`src/rtl/pit_pkg.sv`:
```
package pit_pkg;

   typedef enum logic {
      MODE_INTERVAL = 1'b0,
      MODE_PWM      = 1'b1
   } pit_mode_e;

   // Control register image, bit 0 at the bottom
   typedef struct packed {
      logic      ext_is_16;   // bit 5
      logic      use_ext;     // bit 4
      logic [1:0] presel;     // bits 3:2
      pit_mode_e mode;        // bit 1
      logic      run;         // bit 0
   } pit_ctrl_t;

   localparam int unsigned CTRL_BITS    = $bits(pit_ctrl_t);
   localparam int unsigned CTRL_CLR_POS = 7;
   localparam logic        ADDR_CTRL    = 1'b0;
   localparam logic        ADDR_DATA    = 1'b1;

endpackage

```
`src/rtl/pit_regs.sv`:
```
module pit_regs
   import pit_pkg::*;
#(
   parameter int unsigned WIDTH = 8
) (
   input  logic             clk_i,
   input  logic             rst_ni,
   input  logic             wr_en_i,
   input  logic             wr_addr_i,
   input  logic [WIDTH-1:0] wr_data_i,
   output pit_ctrl_t        ctrl_o,
   output logic [WIDTH-1:0] data_buf_o,
   output logic             clr_o
);

   pit_ctrl_t        ctrl_q;
   logic [WIDTH-1:0] buf_q;
   logic             wr_ctrl;
   logic             wr_data;
   logic             unused_bits;

   assign wr_ctrl = wr_en_i && (wr_addr_i == ADDR_CTRL);
   assign wr_data = wr_en_i && (wr_addr_i == ADDR_DATA);

   always_ff @(posedge clk_i or negedge rst_ni) begin
      if (!rst_ni) begin
         ctrl_q <= '0;
         buf_q  <= '0;
      end else begin
         if (wr_ctrl) ctrl_q <= pit_ctrl_t'(wr_data_i[CTRL_BITS-1:0]);
         if (wr_data) buf_q  <= wr_data_i;
      end
   end

   assign clr_o       = wr_ctrl && wr_data_i[CTRL_CLR_POS];
   assign ctrl_o      = ctrl_q;
   assign data_buf_o  = buf_q;
   assign unused_bits = wr_data_i[6] ^ (|(wr_data_i >> 8));

endmodule

```
`src/rtl/pit_prescaler.sv`:
```
module pit_prescaler #(
   parameter logic [3:0][3:0] DIV_LOG2 = {4'd8, 4'd6, 4'd5, 4'd2}
) (
   input  logic       clk_i,
   input  logic       rst_ni,
   input  logic       run_i,
   input  logic [1:0] sel_i,
   output logic       tick_o
);

   localparam int unsigned NUM_SEL = 4;

   function automatic int unsigned widest(input logic [3:0][3:0] v);
      int unsigned m = 1;
      for (int i = 0; i < NUM_SEL; i++) if (int'(v[i]) > m) m = v[i];
      return m;
   endfunction

   localparam int unsigned CNT_W = widest(DIV_LOG2);

   initial begin
      for (int i = 0; i < NUM_SEL; i++)
         if (DIV_LOG2[i] == 0) $fatal(1, "divide exponent must be at least 1");
   end

   logic [CNT_W-1:0]   div_q;
   logic [NUM_SEL-1:0] taps;

   always_ff @(posedge clk_i or negedge rst_ni) begin
      if (!rst_ni)     div_q <= '0;
      else if (run_i)  div_q <= div_q + 1'b1;
      else             div_q <= '0;
   end

   for (genvar g = 0; g < NUM_SEL; g++) begin : g_tap
      localparam int unsigned L = DIV_LOG2[g];
      assign taps[g] = &div_q[L-1:0];
   end

   assign tick_o = run_i && taps[sel_i];

   // every tap includes bit 0, so two ticks are never adjacent
   a_r9_tick_spacing: assert property (@(posedge clk_i) disable iff (!rst_ni)
      tick_o |=> !tick_o);

endmodule

```
`src/rtl/pit_clk_sel.sv`:
```
module pit_clk_sel #(
   parameter bit EXT_CLK_EN = 1'b1
) (
   input  logic run_i,
   input  logic use_ext_i,
   input  logic ext_is_16_i,
   input  logic pre_tick_i,
   input  logic ext8_tick_i,
   input  logic ext16_tick_i,
   output logic tick_o
);

   logic ext_tick;

   if (EXT_CLK_EN) begin : g_ext
      assign ext_tick = ext_is_16_i ? ext16_tick_i : ext8_tick_i;
   end else begin : g_no_ext
      logic unused_ext;
      assign unused_ext = ext16_tick_i ^ ext8_tick_i ^ ext_is_16_i;
      assign ext_tick   = 1'b0;
   end

   assign tick_o = run_i && (use_ext_i ? ext_tick : pre_tick_i);

endmodule

```
`src/rtl/pit_core.sv`:
```
module pit_core
   import pit_pkg::*;
#(
   parameter int unsigned WIDTH = 8
) (
   input  logic             clk_i,
   input  logic             rst_ni,
   input  logic             run_i,
   input  pit_mode_e        mode_i,
   input  logic             tick_i,
   input  logic [WIDTH-1:0] data_buf_i,
   input  logic             clr_i,
   output logic             wave_o,
   output logic             irq_o
);

   localparam logic [WIDTH-1:0] CNT_MAX = '1;

   logic [WIDTH-1:0] cnt_q;
   logic [WIDTH-1:0] act_q;
   logic             tgl_q;
   logic             flag_q;
   logic             match;
   logic             wrap;
   logic             boundary;
   logic             pwm_level;

   assign match    = tick_i && (mode_i == MODE_INTERVAL) && (cnt_q == act_q);
   assign wrap     = tick_i && (mode_i == MODE_PWM) && (cnt_q == CNT_MAX);
   assign boundary = match || wrap;

   always_ff @(posedge clk_i or negedge rst_ni) begin
      if (!rst_ni) begin
         cnt_q <= '0;
         act_q <= '0;
         tgl_q <= 1'b0;
      end else if (!run_i) begin
         cnt_q <= '0;
         act_q <= data_buf_i;
         tgl_q <= 1'b0;
      end else if (tick_i) begin
         if (match) begin
            cnt_q <= '0;
            tgl_q <= ~tgl_q;
         end else begin
            cnt_q <= cnt_q + 1'b1;
         end
         if (boundary) act_q <= data_buf_i;
      end
   end

   always_ff @(posedge clk_i or negedge rst_ni) begin
      if (!rst_ni)    flag_q <= 1'b0;
      else if (match) flag_q <= 1'b1;
      else if (clr_i) flag_q <= 1'b0;
   end

   assign pwm_level = cnt_q < act_q;
   assign wave_o    = run_i && ((mode_i == MODE_PWM) ? pwm_level : tgl_q);
   assign irq_o     = flag_q;

   // a match restarts the count and raises the flag
   a_r2_match_restart: assert property (@(posedge clk_i) disable iff (!rst_ni)
      match |=> (cnt_q == '0) && flag_q);
   // square wave toggles on a match and holds otherwise
   a_r3_toggle_on_match: assert property (@(posedge clk_i) disable iff (!rst_ni)
      match |=> (tgl_q != $past(tgl_q)));
   a_r3_hold_between: assert property (@(posedge clk_i) disable iff (!rst_ni)
      (run_i && !match) |=> $stable(tgl_q));
   // flag persistence and set-over-clear priority
   a_r4_flag_holds: assert property (@(posedge clk_i) disable iff (!rst_ni)
      (flag_q && !clr_i) |=> flag_q);
   a_r4_set_wins: assert property (@(posedge clk_i) disable iff (!rst_ni)
      (match && clr_i) |=> flag_q);
   a_r4_clear: assert property (@(posedge clk_i) disable iff (!rst_ni)
      (clr_i && !match) |=> !flag_q);
   // zero duty keeps the output low
   a_r5_zero_duty_low: assert property (@(posedge clk_i) disable iff (!rst_ni)
      ((mode_i == MODE_PWM) && (act_q == '0)) |-> !wave_o);
   // full-range wrap in PWM mode
   a_r6_wrap: assert property (@(posedge clk_i) disable iff (!rst_ni)
      wrap |=> (cnt_q == '0));
   // the active value moves only at a boundary while running
   a_r7_reload_at_boundary: assert property (@(posedge clk_i) disable iff (!rst_ni)
      (run_i && !boundary) |=> $stable(act_q));
   // stopped state
   a_r8_stopped_zero: assert property (@(posedge clk_i) disable iff (!rst_ni)
      !run_i |=> (cnt_q == '0) && !tgl_q);
   a_r8_stopped_low: assert property (@(posedge clk_i) disable iff (!rst_ni)
      !run_i |-> !wave_o);

endmodule

```
`src/rtl/pwm_interval_timer.sv`:
```
module pwm_interval_timer
   import pit_pkg::*;
#(
   parameter int unsigned     WIDTH      = 8,
   parameter logic [3:0][3:0] DIV_LOG2   = {4'd8, 4'd6, 4'd5, 4'd2},
   parameter bit              EXT_CLK_EN = 1'b1
) (
   input  logic             clk_i,
   input  logic             rst_ni,
   input  logic             wr_en_i,
   input  logic             wr_addr_i,
   input  logic [WIDTH-1:0] wr_data_i,
   input  logic             ext8_tick_i,
   input  logic             ext16_tick_i,
   output logic             wave_o,
   output logic             irq_o
);

   initial begin
      if (WIDTH < 8) $fatal(1, "WIDTH must hold the control register");
   end

   pit_ctrl_t        ctrl;
   logic [WIDTH-1:0] data_buf;
   logic             clr;
   logic             pre_tick;
   logic             tick;

   pit_regs #(.WIDTH(WIDTH)) regs_i (
      .clk_i      (clk_i),
      .rst_ni     (rst_ni),
      .wr_en_i    (wr_en_i),
      .wr_addr_i  (wr_addr_i),
      .wr_data_i  (wr_data_i),
      .ctrl_o     (ctrl),
      .data_buf_o (data_buf),
      .clr_o      (clr)
   );

   pit_prescaler #(.DIV_LOG2(DIV_LOG2)) presc_i (
      .clk_i  (clk_i),
      .rst_ni (rst_ni),
      .run_i  (ctrl.run && !ctrl.use_ext),
      .sel_i  (ctrl.presel),
      .tick_o (pre_tick)
   );

   pit_clk_sel #(.EXT_CLK_EN(EXT_CLK_EN)) sel_i (
      .run_i        (ctrl.run),
      .use_ext_i    (ctrl.use_ext),
      .ext_is_16_i  (ctrl.ext_is_16),
      .pre_tick_i   (pre_tick),
      .ext8_tick_i  (ext8_tick_i),
      .ext16_tick_i (ext16_tick_i),
      .tick_o       (tick)
   );

   pit_core #(.WIDTH(WIDTH)) core_i (
      .clk_i      (clk_i),
      .rst_ni     (rst_ni),
      .run_i      (ctrl.run),
      .mode_i     (ctrl.mode),
      .tick_i     (tick),
      .data_buf_i (data_buf),
      .clr_i      (clr),
      .wave_o     (wave_o),
      .irq_o      (irq_o)
   );

   // no output activity can start while stopped
   a_r8_irq_stable_stopped: assert property (@(posedge clk_i) disable iff (!rst_ni)
      (!ctrl.run && !clr) |=> $stable(irq_o));

endmodule

```
`config.mk`:
```
export PLATFORM = sky130hd
export DESIGN_NAME = pwm_interval_timer
export DESIGN_NICKNAME = d
export VERILOG_FILES = /design/src/rtl/pit_pkg.sv /design/src/rtl/pit_regs.sv /design/src/rtl/pit_prescaler.sv /design/src/rtl/pit_clk_sel.sv /design/src/rtl/pit_core.sv /design/src/rtl/pwm_interval_timer.sv
export SDC_FILE = /design/constraint.sdc
export NUM_CORES = 1
export LEC_CHECK = 0
export BUFFER_PORTS_ARGS = -buffer_cell sky130_fd_sc_hd__buf_2
export CAP_MARGIN = 20
export CELL_PAD_IN_SITES_DETAIL_PLACEMENT = 2
export CELL_PAD_IN_SITES_GLOBAL_PLACEMENT = 2
export CORE_MARGIN = 4
export CORE_UTILIZATION = 43
export CTS_CLUSTER_DIAMETER = 60
export DETAILED_ROUTE_END_ITERATION = 8
export PLACE_DENSITY = 0.86
export SYNTH_ARGS = -nofsm -noshare
export SYNTH_HDL_FRONTEND = slang
export SYNTH_SLANG_ARGS = --single-unit
```
`constraint.sdc`:
```
create_clock -name clk_i -period 4 [get_ports clk_i]
set_input_delay 0.8 -clock clk_i [delete_from_list [all_inputs] [get_ports clk_i]]
set_output_delay 0.8 -clock clk_i [all_outputs]
set_load 0.05 [all_outputs]
```
==> report_table.html, run 1 <==
<table>
<tr><th>Metric</th><th>Value</th></tr>
<tr><th colspan="2">Logic synthesis</th></tr>
<tr><td>Yosys warnings</td><td>0</td></tr>
<tr><td>Instance count of the mapped netlist</td><td>about 180</td></tr>
<tr><td>Predominant post-synthesis flop cell</td><td>sky130_fd_sc_hd__dfrtp_1</td></tr>
<tr><td>Count of flip-flops with a built-in enable after synthesis</td><td>0</td></tr>
<tr><td>Sequential cell area fraction in the yosys report</td><td>0.4890</td></tr>
<tr><td>Average instance area after synthesis</td><td>11.70 um2</td></tr>
<tr><td>Post-synth top area cell</td><td>sky130_fd_sc_hd__dfrtp_1</td></tr>
<tr><td>Seq cells post-synth</td><td>40</td></tr>
<tr><td>Share of the synthesized area in the top cell type</td><td>0.4890</td></tr>
<tr><td>Number of library cell types mapped by synthesis</td><td>40</td></tr>
<tr><td>Synth cell count leaders</td><td>sky130_fd_sc_hd__dfrtp_1, sky130_fd_sc_hd__mux2_2, sky130_fd_sc_hd__nand2_1</td></tr>
<tr><td>Nets in the synthesized netlist</td><td>200</td></tr>
<tr><td>Share of synthesized registers carrying an async set or reset</td><td>1.000</td></tr>
<tr><td>Most common cell in the netlist</td><td>sky130_fd_sc_hd__dfrtp_1</td></tr>
<tr><td>Cell area after synthesis</td><td>around 2000 um2</td></tr>
<tr><td>Synth area leaders</td><td>sky130_fd_sc_hd__dfrtp_1, sky130_fd_sc_hd__mux2_2, sky130_fd_sc_hd__ha_1, sky130_fd_sc_hd__nand2_1, sky130_fd_sc_hd__a32o_1</td></tr>
<tr><th colspan="2">Global routing</th></tr>
<tr><td>Maximum number of pins on one net before global-route repair</td><td>41</td></tr>
<tr><td>First-pass GRT wire length</td><td>slightly below 10 mm</td></tr>
<tr><td>Number of global-route vias before repair</td><td>1738</td></tr>
<tr><td>Total gr overflow</td><td>0</td></tr>
<tr><td>Number of antenna violations at the first check in global routing</td><td>0</td></tr>
<tr><td>Total GRT Usage</td><td>0.2216</td></tr>
<tr><th colspan="2">Drt</th></tr>
<tr><td>Via total after detailed routing</td><td>about 1500</td></tr>
<tr><td>Final routed wirelength across all metal layers</td><td>approximately 6.0 mm</td></tr>
<tr><td>Detailed-route vias per instance</td><td>~6</td></tr>
<tr><td>Post-DRT Antenna Nets</td><td>0</td></tr>
<tr><td>Post-route DRC violation count</td><td>0</td></tr>
<tr><td>First-pass detailed-route iteration total</td><td>4</td></tr>
<tr><td>Wire length per cell</td><td>~25 um</td></tr>
<tr><td>Iter 0 DRT Violations</td><td>between 80 and 90</td></tr>
<tr><th colspan="2">STA</th></tr>
<tr><td>Slew at the pin closest to its max-slew limit</td><td>about 920 ps</td></tr>
<tr><td>Fmax</td><td>approximately 330 MHz</td></tr>
<tr><td>Unrepaired setup endpoints after global routing</td><td>false</td></tr>
<tr><td>Final Cycle Share</td><td>0.7538</td></tr>
<tr><td>Setup violators final</td><td>0</td></tr>
<tr><td>TNS Setup</td><td>0 ps</td></tr>
<tr><td>Count of pins over their slew limit</td><td>0</td></tr>
<tr><td>Minimum period implied by the final worst setup slack</td><td>3015 ps</td></tr>
<tr><td>Relative slew slack</td><td>0.3863</td></tr>
<tr><td>Largest clock skew in the final design</td><td>between 2 and 3 ps</td></tr>
<tr><td>Hold violation count in the final report</td><td>0</td></tr>
<tr><th colspan="2">Worst setup path</th></tr>
<tr><td>Crit. End Element</td><td>output pin</td></tr>
<tr><td>Critical Path, Cell by Cell</td><td>ha_1, or4b_2, nand3_1, and3_1, buf_2</td></tr>
<tr><td>Register-to-register setup slack</td><td>~1300 ps</td></tr>
<tr><td>Gate family responsible for the most delay along the worst path</td><td>simple AND/OR/NAND/NOR gates</td></tr>
<tr><td>Number of buffers and inverters on the critical path</td><td>1</td></tr>
<tr><td>Source of the worst register-to-register timing path</td><td>core_i.cnt_q[5]</td></tr>
<tr><td>Critical R2R Capture</td><td>core_i.act_q[4]</td></tr>
<tr><td>Cell type of the slowest stage on the worst timing path</td><td>sky130_fd_sc_hd__or4b_2</td></tr>
<tr><td>Arrival time of the worst setup path</td><td>between 2000 and 2500 ps</td></tr>
<tr><td>Worst-path fanout max</td><td>4</td></tr>
<tr><td>Depth of the worst register-to-register path</td><td>6</td></tr>
<tr><td>Data required time at the worst endpoint</td><td>about 3200 ps</td></tr>
<tr><td>Startpoint-to-endpoint class of the critical path</td><td>flop to output pin</td></tr>
<tr><td>Maximum single-stage delay on the critical path</td><td>700 ps</td></tr>
<tr><td>Startpoint kind of the worst setup timing path</td><td>flop</td></tr>
<tr><th colspan="2">Floorplanning</th></tr>
<tr><td>Placement row count</td><td>24</td></tr>
<tr><td>Vertical extent of the die</td><td>just under 80 um</td></tr>
<tr><td>Core Box Area</td><td>approximately 4500 um2</td></tr>
<tr><td>Number of top-level design ports</td><td>16</td></tr>
<tr><td>Die Outline Area</td><td>~5900 um2</td></tr>
<tr><td>Die outline width</td><td>around 77 um</td></tr>
<tr><td>Initial standard-cell utilization of the core</td><td>0.4575</td></tr>
<tr><th colspan="2">Pwr</th></tr>
<tr><td>Power consumption</td><td>1.108 mW</td></tr>
<tr><td>VDD IR-drop max</td><td>approximately 0.00024 V</td></tr>
<tr><td>Power Dens Cells</td><td>480.8 nW/um2</td></tr>
<tr><td>Static power due to leakage</td><td>1.055 nW</td></tr>
<tr><th colspan="2">Clock network</th></tr>
<tr><td>Total number of H-tree levels</td><td>2</td></tr>
<tr><td>Count of instances resized after the clock tree is built</td><td>0</td></tr>
<tr><td>Hold buffer count at CTS</td><td>0</td></tr>
<tr><td>Total CTS buffers</td><td>5</td></tr>
<tr><td>Cell chosen for the clock root</td><td>sky130_fd_sc_hd__clkbuf_8</td></tr>
<tr><td>Clock sinks</td><td>40</td></tr>
<tr><td>Clock network latency to the later pin of the worst-skew pair</td><td>approximately 300 ps</td></tr>
<tr><td>Post-CTS Setup Inserts</td><td>0</td></tr>
<tr><td>Clock-pin slew on the worst setup and hold paths</td><td>approximately 80 ps</td></tr>
<tr><td>TritonCTS clock tree</td><td>done</td></tr>
<tr><td>Deepest clock path buffer count</td><td>2</td></tr>
<tr><th colspan="2">Hold path</th></tr>
<tr><td>Worst Hold End</td><td>core_i.act_q[6]</td></tr>
<tr><td>Tightest Hold Check Type</td><td>flop to flop</td></tr>
<tr><td>Hold wc startpoint</td><td>regs_i.data_buf_o[6]</td></tr>
<tr><td>Count of cells along the worst hold path</td><td>1</td></tr>
<tr><th colspan="2">Finish</th></tr>
<tr><td>Total number of nets in the final design</td><td>between 200 and 250</td></tr>
<tr><td>Diodes inserted</td><td>0</td></tr>
<tr><td>Post-synthesis to final-layout area growth</td><td>12.59%</td></tr>
<tr><td>Number of fillers in the final layout</td><td>between 400 and 500</td></tr>
<tr><td>Fraction of layout cells with a size suffix above 1</td><td>0.2680</td></tr>
<tr><th colspan="2">Placed design</th></tr>
<tr><td>Detailed placement HPWL</td><td>4.083 mm</td></tr>
<tr><td>Placer's final routability congestion estimate</td><td>roughly 0.80</td></tr>
<tr><td># port buffers</td><td>15</td></tr>
<tr><th colspan="2">Job</th></tr>
<tr><td>Number of violations of the max-capacitance limit</td><td>0</td></tr>
<tr><th colspan="2">Run status</th></tr>
<tr><td>Outcome</td><td>completed</td></tr>
</table>
[area by class of cell]
class	instances	area [um2]	share of cell area
Sequential cell	40	1001	0.4343
Multi-Input combinational cell	123	1001	0.4343
Timing Repair Buffer	15	75.07	0.03257
Clock buffer	5	68.82	0.02986
Tap cell	52	65.06	0.02823
Clock inverter	2	60.06	0.02606
Inverter	9	33.78	0.01466
[layer usage]
| metal | wire length [um] | share of wire | GRT usage |
|---|---|---|---|
| met1 | 2454 | 0.41 | 0.2660 |
| met2 | 3226 | 0.53 | 0.3955 |
| met3 | 215 | 0.036 | 0.03747 |
| met4 | 138 | 0.023 | 0.08363 |
| met5 | 0 | 0 | 0 |
[sequential cells by signal, indices dropped and copies added (netlist names)]
signal,cells
core_i.act_q,8
regs_i.data_buf_o,8
core_i.tgl_q,1
core_i.irq_o,1
presc_i.div_q,8
core_i.cnt_q,8
regs_i.ctrl_o,6
[worst max-delay path by stage]
stage,startpoint,end,cells after the start
2_1_floorplan,core_i.cnt_q[6],wave_o,4
3_3_place_gp,core_i.cnt_q[6],wave_o,5
3_5_place_dp,core_i.cnt_q[6],wave_o,5
4_1_cts,core_i.cnt_q[6],wave_o,5
5_1_grt,core_i.cnt_q[6],wave_o,5
6_report,core_i.cnt_q[6],wave_o,5
[cell families (layout without fill, tap and decap cells)]
group,Yosys count,in the layout,synth area share
and+or+nand+nor,57,57,0.1565
DFF,40,40,0.4890
AOI/OAI and AO/OA,27,27,0.1186
muxes,23,23,0.1253
buffers and inverters,12,31,0.02200
adders and majority gates,11,11,0.06724
xor gates and xnor gates,5,5,0.02140
[cell usage in the layout (no fill, tap or decap), drive strengths merged, types with 3 or more instances in the layout]
cell    count
dfrtp      40
mux2       21
buf        15
nand2      14
ha         11
nor2       10
inv         9
o21ai       9
and3        7
nand3       6
a32o        5
clkbuf      5
xor2        3
nor2b       3
a21oi       3
and3b       3
[metrics by stage]
stage | hold WS (ps) | instances | setup slack, ps | area (um2) | util
4_1_cts | 515.6 | 246 | 1011 | 2305 | 0.5151
3_3_place_gp | 468.9 | 239 | 1471 | 2176 | 0.4863
2_1_floorplan | 447.9 | 175 | 1434 | 2047 | -
6_report | 512.6 | 246 | 984.9 | 2305 | 0.5151
5_1_grt | 540.0 | 246 | 908.3 | 2305 | 0.5151
3_5_place_dp | 491.4 | 239 | 1328 | 2176 | 0.4863
[report_power, final]
part           switching, mW  internal (mW)  leakage, nW
Clock                  0.147          0.246       0.0642
Sequential            0.0509          0.454        0.508
Combinational          0.120         0.0903        0.482
No activity file was read; power rests on OpenSTA's default activity.
==> run 2: changes to the inputs <==
Settings changed: CORE_UTILIZATION 43 to 36, PLACE_DENSITY 0.86 to 0.77.
Clock period 4 ns to 2.4 ns, I/O delays scaled along.
==> run 2 against run 1 <==
Compared with the run above: utilization is 6.3 points lower; clock skew up 6.1 ps; cell count up 13%; die area is 17% higher; first-iteration DRC count is 43% higher; sequential power increased by 63%; clock power is 45% higher; combinational power is 110% higher; setup slack got worse by 940 ps.
==> report_table.html, run 2 (synthesized netlist as in run 1, its figures left out) <==
<table>
<tr><th>Metric</th><th>Value</th></tr>
<tr><th colspan="2">Floorplanning</th></tr>
<tr><td>Initial standard-cell utilization of the core</td><td>0.3717</td></tr>
<tr><td>Die outline width</td><td>approximately 83 um</td></tr>
<tr><td>Die Outline Area</td><td>6956 um2</td></tr>
<tr><td>Placement row count</td><td>27</td></tr>
<tr><td>Core Box Area</td><td>~5500 um2</td></tr>
<tr><td>Vertical extent of the die</td><td>~83 um</td></tr>
<tr><td>Number of top-level design ports</td><td>16</td></tr>
<tr><th colspan="2">Drt</th></tr>
<tr><td>Post-route DRC violation count</td><td>0</td></tr>
<tr><td>First-pass detailed-route iteration total</td><td>4</td></tr>
<tr><td>Iter 0 DRT Violations</td><td>116</td></tr>
<tr><td>Final routed wirelength across all metal layers</td><td>between 5 and 6 mm</td></tr>
<tr><td>Wire length per cell</td><td>around 20 um</td></tr>
<tr><td>Post-DRT Antenna Nets</td><td>0</td></tr>
<tr><td>Detailed-route vias per instance</td><td>~5.4</td></tr>
<tr><td>Via total after detailed routing</td><td>between 1500 and 2000</td></tr>
<tr><th colspan="2">STA</th></tr>
<tr><td>Setup violators final</td><td>0</td></tr>
<tr><td>Final Cycle Share</td><td>0.9796</td></tr>
<tr><td>TNS Setup</td><td>0 ps</td></tr>
<tr><td>Hold violation count in the final report</td><td>0</td></tr>
<tr><td>Unrepaired setup endpoints after global routing</td><td>true</td></tr>
<tr><td>Fmax</td><td>between 400 and 500 MHz</td></tr>
<tr><td>Largest clock skew in the final design</td><td>between 8 and 9 ps</td></tr>
<tr><td>Count of pins over their slew limit</td><td>0</td></tr>
<tr><td>Relative slew slack</td><td>0.3874</td></tr>
<tr><td>Minimum period implied by the final worst setup slack</td><td>2351 ps</td></tr>
<tr><td>Final critical-path setup slack</td><td>48.85 ps</td></tr>
<tr><td>Slew at the pin closest to its max-slew limit</td><td>roughly 920 ps</td></tr>
<tr><th colspan="2">Global routing</th></tr>
<tr><td>Total GRT Usage</td><td>0.1637</td></tr>
<tr><td>First-pass GRT wire length</td><td>between 9 and 10 mm</td></tr>
<tr><td>Number of global-route vias before repair</td><td>roughly 1800</td></tr>
<tr><td>Number of antenna violations at the first check in global routing</td><td>0</td></tr>
<tr><td>Maximum number of pins on one net before global-route repair</td><td>just over 40</td></tr>
<tr><td>Total gr overflow</td><td>0</td></tr>
<tr><th colspan="2">Finish</th></tr>
<tr><td>Total number of nets in the final design</td><td>~230</td></tr>
<tr><td>Most common library cell in the layout ignoring fill and taps</td><td>sky130_fd_sc_hd__dfrtp_1</td></tr>
<tr><td>Post-synthesis to final-layout area growth</td><td>21.58%</td></tr>
<tr><td>Fraction of layout cells with a size suffix above 1</td><td>0.3707</td></tr>
<tr><td>Commonest cells after routing, fill and taps aside</td><td>sky130_fd_sc_hd__dfrtp_1, sky130_fd_sc_hd__mux2_2, sky130_fd_sc_hd__nand2_1, sky130_fd_sc_hd__buf_2</td></tr>
<tr><td>Diodes inserted</td><td>0</td></tr>
<tr><th colspan="2">Clock network</th></tr>
<tr><td>Deepest clock path buffer count</td><td>2</td></tr>
<tr><td>Clock sinks</td><td>40</td></tr>
<tr><td>Clock network latency to the later pin of the worst-skew pair</td><td>roughly 300 ps</td></tr>
<tr><td>Total number of H-tree levels</td><td>2</td></tr>
<tr><td>TritonCTS clock tree</td><td>done</td></tr>
<tr><td>Total CTS buffers</td><td>5</td></tr>
<tr><td>Clock-pin slew on the worst setup and hold paths</td><td>90 ps</td></tr>
<tr><td>Cell chosen for the clock root</td><td>sky130_fd_sc_hd__clkbuf_8</td></tr>
<tr><td>Hold buffer count at CTS</td><td>0</td></tr>
<tr><th colspan="2">Pwr</th></tr>
<tr><td>VDD IR-drop max</td><td>0.0004474 V</td></tr>
<tr><td>Static power due to leakage</td><td>between 1 and 1.5 nW</td></tr>
<tr><td>Power Dens Cells</td><td>roughly 740 nW/um2</td></tr>
<tr><th colspan="2">Job</th></tr>
<tr><td>Number of violations of the max-capacitance limit</td><td>0</td></tr>
<tr><th colspan="2">Run status</th></tr>
<tr><td>Outcome</td><td>completed</td></tr>
<tr><th colspan="2">Placed design</th></tr>
<tr><td>DP Worst Slack</td><td>128.9 ps</td></tr>
<tr><td>Placer's final routability congestion estimate</td><td>roughly 0.79</td></tr>
<tr><td>Detailed placement HPWL</td><td>between 3 and 4 mm</td></tr>
<tr><td># port buffers</td><td>15</td></tr>
<tr><th colspan="2">Worst setup path</th></tr>
<tr><td>Beginning of the critical path</td><td>core_i.cnt_q[1]</td></tr>
<tr><td>Data required time at the worst endpoint</td><td>1920 ps</td></tr>
<tr><td>Startpoint-to-endpoint class of the critical path</td><td>flop to output pin</td></tr>
<tr><td>Startpoint kind of the worst setup timing path</td><td>flop</td></tr>
<tr><td>Source of the worst register-to-register timing path</td><td>presc_i.div_q[1]</td></tr>
<tr><td>Worst-path fanout max</td><td>2</td></tr>
<tr><td>Arrival time of the worst setup path</td><td>around 1900 ps</td></tr>
<tr><td>Crit. End Element</td><td>output pin</td></tr>
<tr><th colspan="2">Hold path</th></tr>
<tr><td>Tightest Hold Check Type</td><td>input port to asynchronous set/reset pin</td></tr>
</table>
==> run 2: cell count changes in the layout (fill, tap and decap cells not counted), sizes merged <==
cell / delta
bufinv: -1
clkinv: +2
buf: +10
==> run 2: cell type report <==
type                            instances  area [um2]
Clock inverter                          3       47.55
Sequential cell                        40        1001
Multi-Input combinational cell        123        1075
Tap cell                               72       90.09
Clock buffer                            5       68.82
Timing Repair Buffer                   25       172.7
Fill cell                             552        3018
Inverter                                9       33.78
==> run 2: through the flow <==
step / instance area (um2) / instances / util / hold WS, ps / power [mW]
after floorplan: 2047 / 175 / - / 184.4 / 1.053
after global placement: 2238 / 264 / 0.4065 / 458.7 / 1.150
after detailed placement: 2238 / 264 / 0.4065 / 484.5 / 1.184
after CTS: 2416 / 275 / 0.4388 / 337.0 / 1.793
after global routing: 2489 / 277 / 0.4519 / 390.2 / 1.930
final: 2489 / 277 / 0.4519 / 303.4 / 1.836
==> run 2: critical path, stage by stage (launching register included) <==
cell	delay [ps]
sky130_fd_sc_hd__dfrtp_1	440
sky130_fd_sc_hd__ha_4	300
sky130_fd_sc_hd__nor2b_4	140
sky130_fd_sc_hd__o21ai_2	60
sky130_fd_sc_hd__a21oi_2	150
sky130_fd_sc_hd__o2111ai_2	140
sky130_fd_sc_hd__and3_4	190
sky130_fd_sc_hd__buf_8	140
==> run 2: repair_timing <==
item | CTS | global route
cloned | 0 | 0
pin swaps | 3 | 6
hold endpoints to repair | 0 | 0
endpoints found under the setup margin | 1 | 15
setup buffers | 3 | 2
gates resized for setup | 9 | 13
==> run 2: worst paths after layout <==
kind / endpoint / slack (ps) / cells after the start
max: wave_o / 50 / 7
min: presc_i.div_q[5] / 300 / 1
max reg2reg: core_i.act_q[0] / 90 / 9
min reg2reg: regs_i.data_buf_o[1] / 510 / 1
max in group asynchronous: regs_i.data_buf_o[7] / 1510 / 1
min in group clk_i: regs_i.data_buf_o[6] / 410 / 2
==> run 2: report_power, final <==
group	total [mW]	switching (mW)	leakage, nW	internal, mW
clock network	0.571	0.258	0.0583	0.313
registers	0.823	0.0662	0.508	0.757
logic	0.442	0.232	0.545	0.211
==> run 2: layer usage <==
layer | global-route usage | part of all wire
met1 | 0.1943 | 0.43
met2 | 0.3010 | 0.52
met3 | 0.02778 | 0.033
met4 | 0.04606 | 0.015
met5 | 0 | 0
